**config.mk**
```make
export PLATFORM = sky130hd
export DESIGN_NAME = ref_selector
export DESIGN_NICKNAME = d
export VERILOG_FILES = /design/src/rtl/ref_sel_pkg.sv /design/src/rtl/ref_order_track.sv /design/src/rtl/ref_best_pick.sv /design/src/rtl/ref_selector.sv
export SDC_FILE = /design/constraint.sdc
export NUM_CORES = 1
export LEC_CHECK = 0
export ABC_CLOCK_PERIOD_IN_PS = 15000
export CAP_MARGIN = 20
export CORE_MARGIN = 2
export CORE_UTILIZATION = 30
export DETAILED_ROUTE_END_ITERATION = 10
export GPL_TIMING_DRIVEN = 0
export HOLD_SLACK_MARGIN = 0.15
export PLACE_DENSITY = 0.52
export SYNTH_ARGS = -nofsm -noshare
export SYNTH_HDL_FRONTEND = slang
export SYNTH_SLANG_ARGS = --single-unit
```
**constraint.sdc**
```tcl
create_clock -name clk -period 15 [get_ports clk]
set_input_delay 1.5 -clock clk [delete_from_list [all_inputs] [get_ports clk]]
set_output_delay 1.5 -clock clk [all_outputs]
set_load 0.02 [all_outputs]
```
**src/rtl/ref_sel_pkg.sv**
```systemverilog
package ref_sel_pkg;

    // Reason behind a selection decision in one cycle.
    typedef enum logic [1:0] {
        DEC_FORCED = 2'd0,
        DEC_KEEP   = 2'd1,
        DEC_BEST   = 2'd2,
        DEC_HOLD   = 2'd3
    } sel_dec_e;

endpackage

```
**src/rtl/ref_order_track.sv**
```systemverilog
// Keeps an arrival rank per valid input: 0 = oldest. Ranks of inputs that
// stay valid close up when older inputs drop; new arrivals go to the back.
module ref_order_track #(
    parameter int N_REF  = 6,
    parameter int RANK_W = 3
) (
    input  logic                           clk,
    input  logic                           rst_n,
    input  logic [N_REF-1:0]               valid,
    output logic [N_REF-1:0]               rise,
    output logic [N_REF-1:0][RANK_W-1:0]   rank_nxt
);

    typedef struct packed {
        logic [N_REF-1:0]             prev;
        logic [N_REF-1:0][RANK_W-1:0] rank;
    } trk_t;

    trk_t trk_d, trk_q;
    logic [N_REF-1:0] stay, fall;

    always_comb begin
        int n_stay;
        int cnt;
        trk_d = trk_q;
        stay  = trk_q.prev & valid;
        fall  = trk_q.prev & ~valid;
        rise  = ~trk_q.prev & valid;
        n_stay = 0;
        for (int i = 0; i < N_REF; i++) begin
            if (stay[i]) n_stay++;
        end
        for (int j = 0; j < N_REF; j++) begin
            cnt = 0;
            if (stay[j]) begin
                for (int f = 0; f < N_REF; f++) begin
                    if (fall[f] && (trk_q.rank[f] < trk_q.rank[j])) cnt++;
                end
                trk_d.rank[j] = trk_q.rank[j] - RANK_W'(cnt);
            end else if (rise[j]) begin
                cnt = n_stay;
                for (int k = 0; k < j; k++) begin
                    if (rise[k]) cnt++;
                end
                trk_d.rank[j] = RANK_W'(cnt);
            end else begin
                trk_d.rank[j] = '0;
            end
        end
        trk_d.prev = valid;
        rank_nxt   = trk_d.rank;
    end

    always_ff @(posedge clk or negedge rst_n) begin
        if (!rst_n) trk_q <= '0;
        else        trk_q <= trk_d;
    end

endmodule

```
**src/rtl/ref_best_pick.sv**
```systemverilog
// Finds the eligible input with the smallest priority, oldest arrival first.
module ref_best_pick #(
    parameter int N_REF  = 6,
    parameter int PRIO_W = 4,
    parameter int RANK_W = 3,
    parameter int IDX_W  = 3
) (
    input  logic [N_REF-1:0]               valid,
    input  logic [N_REF-1:0][PRIO_W-1:0]   prio,
    input  logic [N_REF-1:0][RANK_W-1:0]   rank,
    output logic                           found,
    output logic [IDX_W-1:0]               best_idx,
    output logic [PRIO_W-1:0]              best_prio
);

    always_comb begin
        logic [RANK_W-1:0] best_rank;
        found     = 1'b0;
        best_idx  = '0;
        best_prio = '0;
        best_rank = '0;
        for (int i = 0; i < N_REF; i++) begin
            if (valid[i] && (prio[i] != '0)) begin
                if (!found || (prio[i] < best_prio) ||
                    ((prio[i] == best_prio) && (rank[i] < best_rank))) begin
                    found     = 1'b1;
                    best_idx  = IDX_W'(i);
                    best_prio = prio[i];
                    best_rank = rank[i];
                end
            end
        end
    end

endmodule

```
**src/rtl/ref_selector.sv**
```systemverilog
module ref_selector
    import ref_sel_pkg::*;
#(
    parameter int N_REF   = 6,
    parameter int PRIO_W  = 4,
    parameter int FORCE_W = 4
) (
    input  logic                      clk,
    input  logic                      rst_n,
    input  logic [N_REF-1:0]          ref_valid,
    input  logic [N_REF*PRIO_W-1:0]   ref_prio,
    input  logic                      revertive,
    input  logic [FORCE_W-1:0]        force_code,
    input  logic [N_REF-1:0]          reval_mask,
    input  logic [N_REF-1:0]          reval_clr,
    output logic [$clog2(N_REF)-1:0]  sel_idx,
    output logic                      sel_valid,
    output logic [N_REF-1:0]          reval_flag,
    output logic                      irq
);

    localparam int IDX_W  = $clog2(N_REF);
    localparam int RANK_W = $clog2(N_REF);

    typedef struct packed {
        logic [IDX_W-1:0] sel_idx;
        logic             sel_valid;
        logic [N_REF-1:0] flag;
    } sel_state_t;

    sel_state_t st_d, st_q;

    logic [N_REF-1:0][PRIO_W-1:0] prio_a;
    logic [N_REF-1:0][RANK_W-1:0] rank_nxt;
    logic [N_REF-1:0]             rise;
    logic                         found;
    logic [IDX_W-1:0]             best_idx;
    logic [PRIO_W-1:0]            best_prio;

    for (genvar g = 0; g < N_REF; g++) begin : g_unpack
        assign prio_a[g] = ref_prio[g*PRIO_W +: PRIO_W];
    end

    ref_order_track #(.N_REF(N_REF), .RANK_W(RANK_W)) u_order (
        .clk      (clk),
        .rst_n    (rst_n),
        .valid    (ref_valid),
        .rise     (rise),
        .rank_nxt (rank_nxt)
    );

    ref_best_pick #(
        .N_REF(N_REF), .PRIO_W(PRIO_W), .RANK_W(RANK_W), .IDX_W(IDX_W)
    ) u_pick (
        .valid     (ref_valid),
        .prio      (prio_a),
        .rank      (rank_nxt),
        .found     (found),
        .best_idx  (best_idx),
        .best_prio (best_prio)
    );

    always_comb begin
        sel_dec_e         dec;
        logic             forced;
        logic [IDX_W-1:0] force_idx;
        logic             cur_ok;
        logic [N_REF-1:0] sel_oh;

        st_d      = st_q;
        forced    = (force_code != '0) && (force_code != '1) &&
                    (force_code <= FORCE_W'(N_REF));
        force_idx = IDX_W'(force_code - FORCE_W'(1));
        cur_ok    = st_q.sel_valid && ref_valid[st_q.sel_idx] &&
                    (prio_a[st_q.sel_idx] != '0);

        if (forced)
            dec = DEC_FORCED;
        else if (cur_ok && !(revertive && found &&
                             (best_prio < prio_a[st_q.sel_idx])))
            dec = DEC_KEEP;
        else if (found)
            dec = DEC_BEST;
        else
            dec = DEC_HOLD;

        case (dec)
            DEC_FORCED: begin
                st_d.sel_idx   = force_idx;
                st_d.sel_valid = ref_valid[force_idx];
            end
            DEC_KEEP: begin
                st_d.sel_valid = 1'b1;
            end
            DEC_BEST: begin
                st_d.sel_idx   = best_idx;
                st_d.sel_valid = 1'b1;
            end
            default: begin
                st_d.sel_valid = 1'b0;
            end
        endcase

        sel_oh    = st_d.sel_valid ? (N_REF'(1) << st_d.sel_idx) : '0;
        st_d.flag = (st_q.flag & ~reval_clr) | (rise & ~sel_oh);
    end

    always_ff @(posedge clk or negedge rst_n) begin
        if (!rst_n) st_q <= '0;
        else        st_q <= st_d;
    end

    assign sel_idx    = st_q.sel_idx;
    assign sel_valid  = st_q.sel_valid;
    assign reval_flag = st_q.flag;
    assign irq        = |(st_q.flag & ~reval_mask);

endmodule

```
* After elaboration in Yosys (flattened, before gate mapping) *
Index checks and enable logic that the tools add are counted.

operators by class
  $add $sub $neg = 53
  magnitude comparators = 50
  eq/ne operators = 8
  shifts and indexed selects = 1
  muxes and demuxes = 174
  bitwise operators = 12
  reduce and logical (&&, ||, !) cells = 81

operator list
  kind                                                 count
  2-to-1 mux 3 bit                                     131
  adder 3 x 2 -> 3 bit, second input constant          44
  < comparator 3 bit                                   41
  logical AND 1 bit                                    54
  2-to-1 mux 4 bit                                     12
  AND 6 bit                                            6
  nonzero test 4 bit                                   8
  inverter 6 bit                                       5
  < comparator 4 bit                                   6
  2-to-1 mux 1 bit                                     22
  == test 4 bit                                        5
  subtractor 3 bit                                     6
  binary-select mux 4 bit (select 3 bit)               1
  logical OR 1 bit                                     10
  < comparator 3 x 4 -> 1 bit, second input constant   2
  binary-select mux 1 bit (select 3 bit)               2
  zero test 1 bit                                      6
  2-to-1 mux 2 bit                                     3
  2-to-1 mux 6 bit                                     1
  OR 6 bit                                             1
  case mux 3 bit (2 select lines)                      1
  OR reduction 6 bit                                   1
  left shift 1 x 3 -> 6 bit, first input constant      1
  <= comparator 4 x 3 -> 1 bit, second input constant  1
  9 further kinds                                      9

storage, ports and cells
  register bits after elaboration = 34
  input port bits = 49
  output and inout bits = 11
  logic and storage cells = 389

* Depth between registers and ports, before layout *
Gate-level depths: netlist of run 1.

  word-level depth = 61
  depth in mapped cells = 82
  depth with buffers taken out = 79

* By module *
From an unflattened synthesis of run 1, not the netlist that was laid out.

second synthesis, totals
  cells, all modules = 847
  area total of the unflattened synthesis = 6951.7 um2

modules (own cells, without submodules)
  module           instances  cells each  area an instance (um2)  sequential area each (um2)
  ref_order_track  1          494         4129.0                  600.6
  ref_best_pick    1          203         1551.5                  0.0
  ref_selector     1          150         1271.2                  250.2

* Least setup slack after synthesis of run 1 *
OpenSTA, ideal clock, no wires.

  path kind = input to register
  start point = in ref_valid[0]
  end point = reg st_q, in the netlist reval_flag[2]
  arrival = 14.847 ns
  required time = 14.878 ns
  setup slack = 0.032 ns
  stages on the path = 66
  buffers on the path = 4
  cell sequence = clkbuf_1 nand2b_1 a311oi_1 ha_1 xor2_1 xnor2_1 o21ai_0 ha_1 mux2i_1 fa_1 xor2_1 xnor2_1 xnor2_1 a211oi_1 ha_1 and4b_1 nand3_1 nor2_1 [... 30 more ...] a2111oi_2 o2111ai_1 nand3_2 o21ai_0 ha_1 a21o_1 nand2_1 nand3b_1 a21oi_1 nand3_1 o211ai_2 buf_2 ha_1 a21oi_1 nor2_1 inv_1 or4_1 a32o_1

RTL lines
  item                  line                 RTL
  start, declared       ref_selector.sv:10   input logic [N_REF-1:0] ref_valid,
  end signal, assigned  ref_selector.sv:110  else st_q <= st_d;
  end, declared         ref_selector.sv:31   sel_state_t st_d, st_q;

==> results of run 1 <==
metal layers:
metal	part of all wire	GRT usage
met5	0	0
met4	0.011	0.0370
met3	0.028	0.0126
met2	0.48	0.285
met1	0.48	0.233
critical path, delay by kind of cell:
kind	cells	cell delay (ns)
fa+ha+maj	10	2.60
buf+inv	11	1.30
compound gates	22	4.16
xor+xnor	4	0.81
simple gates	21	3.30
mux	5	1.09
per-stage QoR:
stage                     area, µm²  power, W  cells  setup TNS, ns
after global routing           8780   0.00177   1172          -1.13
after global placement         7490   0.00126   1115         -23.60
after CTS                      7970   0.00144   1138              0
final                          8780   0.00160   1172              0
after detailed placement       7480   0.00127   1115         -24.09
after floorplan                6550  0.000973    776              0
timing repair:
action | CTS | global route
resized for setup | 72 | 110
pin swaps | 19 | 54
endpoints found under the setup margin | 10 | 10
endpoints found under the hold margin | 0 | 0
hold buffers | 0 | 0
buffers inserted | 16 | 34
how the worst max path moves through the flow:
stage / start / end / slack, ns / cells after the start
final: ref_valid[0] / reval_flag[2] / 0.40 / 73
after global routing: ref_valid[2] / reval_flag[2] / -0.26 / 75
after CTS: ref_valid[2] / reval_flag[2] / 0.01 / 74
after detailed placement: ref_valid[0] / reval_flag[2] / -2.92 / 69
after global placement: ref_valid[0] / reval_flag[2] / -2.87 / 70
after floorplan: ref_valid[0] / reval_flag[2] / 0.03 / 66
final cells by class:
cell class / instances / area (µm²)
buffer: 16 / 126
clock buffer: 7 / 143
clock inverter: 1 / 5.00
fill: 2183 / 12800
inverter: 93 / 349
multi-input combinational: 632 / 5970
sequential: 34 / 851
tap: 280 / 350
timing repair buffer: 109 / 982
state kept, by name, indices dropped and copies added (netlist names):
signal and flops:
reval_flag 6, sel_idx 3, sel_valid 1, u_order.trk_q 24
cell families (layout without fill, tap and decap cells):
| family | count (synthesis) | in the layout |
|---|---|---|
| buf+inv | 110 | 226 |
| flops | 34 | 34 |
| fa+ha+maj | 139 | 139 |
| compound gates | 179 | 179 |
| simple gates | 209 | 209 |
| xor+xnor | 57 | 57 |
| mux | 48 | 48 |
cell usage after synthesis (5+ instances only):
| master | count |
|---|---|
| o21ai_0 | 26 |
| dfrtp_1 | 34 |
| nand2b_1 | 7 |
| mux2_2 | 22 |
| fa_1 | 6 |
| a311o_1 | 6 |
| clkbuf_1 | 12 |
| nand3_1 | 24 |
| a31oi_1 | 8 |
| o22ai_1 | 8 |
| nand4_1 | 9 |
| nand4b_1 | 5 |
| inv_1 | 93 |
| a21oi_1 | 46 |
| o211a_1 | 8 |
| a311oi_1 | 8 |
| xnor2_1 | 40 |
| ha_1 | 133 |
| nor2b_1 | 23 |
| xor2_1 | 17 |
| mux2i_1 | 18 |
| mux4_2 | 6 |
| nor2_1 | 25 |
| nand2_1 | 78 |
| a21o_1 | 14 |
power by group through the flow:
stage | sequential, W | clock, W | combinational, W
global placement | 0.000161 | 0 | 0.00110
floorplan | 0.000157 | 0 | 0.000816
global route | 0.000165 | 0.000109 | 0.00150
finish | 0.000160 | 0.000104 | 0.00133
detailed placement | 0.000162 | 0 | 0.00111
CTS | 0.000160 | 0.000105 | 0.00117
==> key figures, run 1 <==
Yosys
  • Mapped Area: 6550 µm²
  • Simple-gate share of the synthesized area: 0.165
  • Register bit total from synthesis: 34
  • Syn_nets: 964
  • Share of the synthesized area in the top cell type: 0.254
  • Top post-synthesis cells by area: ha_1, dfrtp_1, xnor2_1
  • Combinational family with the most area after synthesis: adder cells
  • Synth Area in Compound Gates: 0.201
  • Post-synthesis adder-cell area fraction: 0.273
  • Mean Syn Cell Area: 8.43 µm²
  • EDFF count, synth: 0
  • Asr flop ratio synth: 1.00
  • Sequential share of the synthesized area: 0.130
  • Synth warnings: 0
  • Synth area leader: ha_1
  • Cell variety after synth: 73
  • Cells after Synth: 776
  • XOR/XNOR share of the synthesized area: 0.0763
  • Ys flop type: dfrtp_1
  • Post-synthesis mux area share: 0.0904

Placement
  • Pre-CTS setup slack: -2.92 ns
  • I/O Buffers: 59
  • DP Wirelength: 15.7 mm
  • Routability congestion estimate: 0.845

Worst hold path
  • Hold depth: 1
  • Worst Hold Class: reg2reg
  • Min-Delay Endpoint: reval_flag[1]
  • Min-delay src: reval_flag[1]

Timing
  • RSZ-0062 raised after global routing: yes
  • Post-layout min period: 14.60 ns
  • Setup violators final: 0
  • Worst-margin pin slew: 1.05 ns
  • Final hold viol count: 0
  • Pins Over Slew Limit: 0
  • PnR worst setup slack: 0.398 ns
  • Slew Limit Headroom: 0.292
  • Worst Skew: 0.00678 ns
  • Period Utilization, post-route: 0.973
  • WHS: 0.539 ns
  • FMAX: 0.0685 GHz

Routing
  • DRT Pass-1 Iters: 5
  • Vias: 5962
  • Vias per inst: 5.09
  • Remaining DRCs: 0
  • DR iter-0 viols: 206
  • WL per Instance: 16.7 µm
  • Routed WL: 19.6 mm
  • Post-route antenna net violation count: 0

Setup path
  • Worst reg2reg endpoint: reval_flag[2]
  • CP Capture Type: flop
  • Worst Path Max Fanout: 8
  • Crit path largest cell delay: 0.48 ns
  • Req. time, crit path: 15.17 ns
  • Critical path data arrival time: 14.77 ns
  • Reg2reg path depth: 76
  • R2R Path Start: u_order.trk_q[1]
  • R2R Setup Slk: 0.72 ns
  • Startpoint Class: input pin
  • Kind of critical path: in2reg
  • Slowest CP cell: o31ai_4

Die
  • Initial Util: 0.303
  • Num rows: 54
  • IO Pins: 60
  • Die area: 23000 µm²
  • Die W: 152 µm
  • Die H: 152 µm
  • Core ar.: 21600 µm²

Global route
  • First-pass GRT wire length: 30.2 mm
  • Initial antenna violation count: 0
  • Grt ovf: 0
  • Vias in the first global route: 5710
  • GRT Overall Usage: 0.168
  • Largest net degree at the start of global routing: 35

Power and ir drop
  • Psw: 0.000792 W
  • Leakage power: 3.94 nW
  • Clock power frac: 0.065
  • Flop pwr share: 0.100
  • Cell Int Power: 0.000805 W
  • VDD IR max: 0.0666 mV
  • Comb power frac: 0.835
  • Cell Pwr Density: 182 nW/µm²
  • Switching share of power: 0.496

Clock tree
  • Maximum root-to-sink buffer count: 2
  • Worst-skew pair later-pin latency: 0.28 ns
  • Total CTS buffers: 5
  • CTS H-tree lvls: 2
  • TritonCTS clock tree: done
  • Clk slew on worst S/H paths: 0.05 ns
  • Cell chosen for the clock root: clkbuf_16
  • Clock sinks: 34

Run status
  • Outcome: completed

Finish
  • Nets: 1079
  • Antenna diodes: 0
  • Leading cell type in the layout, fill and taps excluded: ha_1
  • Most frequent cells in the layout: ha_1, inv_1, nand2_1
  • Final Util: 0.406
  • Layout cells sized above 1: 0.241
  • Syn-to-layout area delta: 34.1%

Run
  • Max Cap Viol: 0
Note: power is estimated with default switching activity, not from simulation.
==> run 2, diff against run 1 <==
--- a/config.mk
+++ b/config.mk
@@ -9,3 +9,2 @@
 export CAP_MARGIN = 20
-export CORE_MARGIN = 2
 export CORE_UTILIZATION = 30
@@ -13,3 +12,3 @@
 export GPL_TIMING_DRIVEN = 0
-export HOLD_SLACK_MARGIN = 0.15
+export HOLD_SLACK_MARGIN = 0.1
 export PLACE_DENSITY = 0.52
==> constraint.sdc (replaced) <==
create_clock -name clk -period 15 [get_ports clk]
set_input_delay 4.5 -clock clk [delete_from_list [all_inputs] [get_ports clk]]
set_output_delay 4.5 -clock clk [all_outputs]
set_load 0.02 [all_outputs]
==> run 2 against run 1 <==
Largest power group unchanged. The run now ends with setup timing left. First-iteration DRC count rose by 50%. Combinational power grew 8%. Core utilization rose by 2.4 points.
==> key figures, run 2 (same netlist as run 1, synthesis figures left out) <==
Run status
  • Outcome: finished, violations left
  • Failing checks: setup timing

Routing
  • Routed WL: 20.4 mm
  • Remaining DRCs: 0
  • DRT Pass-1 Iters: 4
  • Post-route antenna net violation count: 0
  • Vias per inst: 5.18
  • WL per Instance: 17.0 µm
  • Vias: 6221
  • DR iter-0 viols: 310

Clock tree
  • Total CTS buffers: 5
  • Worst-skew pair later-pin latency: 0.28 ns
  • CTS Hold Buffers Added: 0
  • TritonCTS clock tree: done
  • Cell chosen for the clock root: clkbuf_16
  • Clock sinks: 34
  • Maximum root-to-sink buffer count: 2
  • CTS H-tree lvls: 2
  • Clk slew on worst S/H paths: 0.06 ns

Timing
  • Worst Skew: 0.0108 ns
  • Final hold viol count: 0
  • RSZ-0062 raised after global routing: yes
  • Post-layout min period: 17.43 ns
  • Period Utilization, post-route: 1.16
  • FMAX: 0.0574 GHz
  • Pins Over Slew Limit: 0
  • Worst-margin pin slew: 1.02 ns
  • Setup violators final: 10
  • Slew Limit Headroom: 0.314
  • PnR worst setup slack: -2.43 ns

Finish
  • Max reg flops: 24
  • Most frequent cells in the layout: ha_1, inv_1, buf_4
  • Syn-to-layout area delta: 39.5%
  • Antenna diodes: 0
  • Design area: 9130 µm²
  • Nets: 1112
  • Largest register by flop count: u_order.trk_q
  • Leading cell type in the layout, fill and taps excluded: ha_1
  • Final Util: 0.430
  • Non-filler cells, final: 1200
  • Layout cells sized above 1: 0.286
  • Fillers: 2128

Power and ir drop
  • Cell Pwr Density: 186 nW/µm²
  • VDD IR max: 0.0653 mV
  • Leakage power: 4.15 nW
  • Tot Pwr: 0.00170 W

Die
  • Die H: 150 µm
  • Initial Util: 0.308
  • Die W: 150 µm
  • IO Pins: 60
  • Die area: 22400 µm²
  • Core ar.: 21200 µm²
  • Num rows: 53

Setup path
  • Start point of the critical path: ref_valid[0]
  • Startpoint Class: input pin
  • Critical path data arrival time: 17.60 ns
  • Worst Path Max Fanout: 8
  • CP Capture Type: flop
  • R2R Setup Slk: 0.74 ns
  • Kind of critical path: in2reg
  • Req. time, crit path: 15.17 ns
  • Reg2reg path depth: 78
  • Worst reg2reg endpoint: reval_flag[2]
  • R2R Path Start: u_order.trk_q[1]
  • Critical Path Most Common Cell: buf_4
  • Crit path largest cell delay: 0.40 ns
  • Setup crit end: reval_flag[2]
  • Slowest CP cell: or4_4

Placement
  • Area after DPL: 7740 µm²
  • I/O Buffers: 59
  • Routability congestion estimate: 0.848
  • Pre-CTS setup slack: -4.19 ns
  • Inst Count DP: 1110
  • DP Wirelength: 16.0 mm

Run
  • Max Cap Viol: 0

Global route
  • GRT Overall Usage: 0.187
  • Largest net degree at the start of global routing: 35
  • Vias in the first global route: 6150
  • First-pass GRT wire length: 32.5 mm
  • Grt ovf: 0
  • Initial antenna violation count: 0

Worst hold path
  • Worst Hold Class: reg2reg
  • Hold depth: 1
-- run 2: through the flow --
stage                     setup TNS [ns]  hold slack, ns
after CTS                         -20.83           0.546
after global placement            -38.88           0.518
after global routing              -28.47           0.551
final                             -22.43           0.537
after floorplan                   -15.20           0.572
after detailed placement          -38.78           0.533
-- run 2: routing by layer --
layer  part of all wire  global-route usage  vias up  wire, µm
met1               0.48               0.262     2975      9700
met5                  0                   0        -         0
met2               0.47               0.310      124      9630
li1                   -                   -     3102         -
met4              0.018              0.0495        0       371
met3              0.033             0.00976       20       664
-- run 2: worst max-delay path, delay by kind of cell --
family | cells | cell delay (ns)
multiplexers | 5 | 1.05
adder cells (fa/ha/maj) | 9 | 2.35
AO/OA/AOI/OAI | 19 | 3.63
XOR/XNOR | 4 | 0.66
buffers and inverters | 19 | 2.18
AND/OR/NAND/NOR | 19 | 3.18
-- run 2: worst min-delay path by stage --
stage	from	slack (ns)	to
2_1_floorplan	u_order.trk_q[19]	0.57	u_order.trk_q[5]
3_3_place_gp	reval_flag[1]	0.52	reval_flag[1]
3_5_place_dp	reval_flag[1]	0.53	reval_flag[1]
4_1_cts	reval_flag[1]	0.55	reval_flag[1]
5_1_grt	reval_flag[1]	0.55	reval_flag[1]
6_report	reval_flag[1]	0.54	reval_flag[1]
-- run 2: where the power goes --
group / total [W] / internal (W) / switching, W
Sequential: 0.000160 / 0.000121 / 0.0000393
Combinational: 0.00144 / 0.000684 / 0.000754
Clock: 0.000104 / 0.0000657 / 0.0000379
-- run 2: timing repair --
| action | CTS | global route |
|---|---|---|
| resized for setup | 101 | 59 |
| buffers inserted | 60 | 26 |
| pin swaps | 56 | 63 |
| endpoints found under the setup margin | 10 | 10 |
| cloned | 1 | 0 |
-- run 2: final cells by class --
class,count,area (µm²),share of cell area
buffer,15,128,0.0140
clock inverter,1,5.00,0.000548
multi-input combinational,632,6060,0.663
inverter,93,349,0.0382
sequential,34,851,0.0932
clock buffer,7,143,0.0156
timing repair buffer,143,1250,0.137
tap,275,344,0.0377
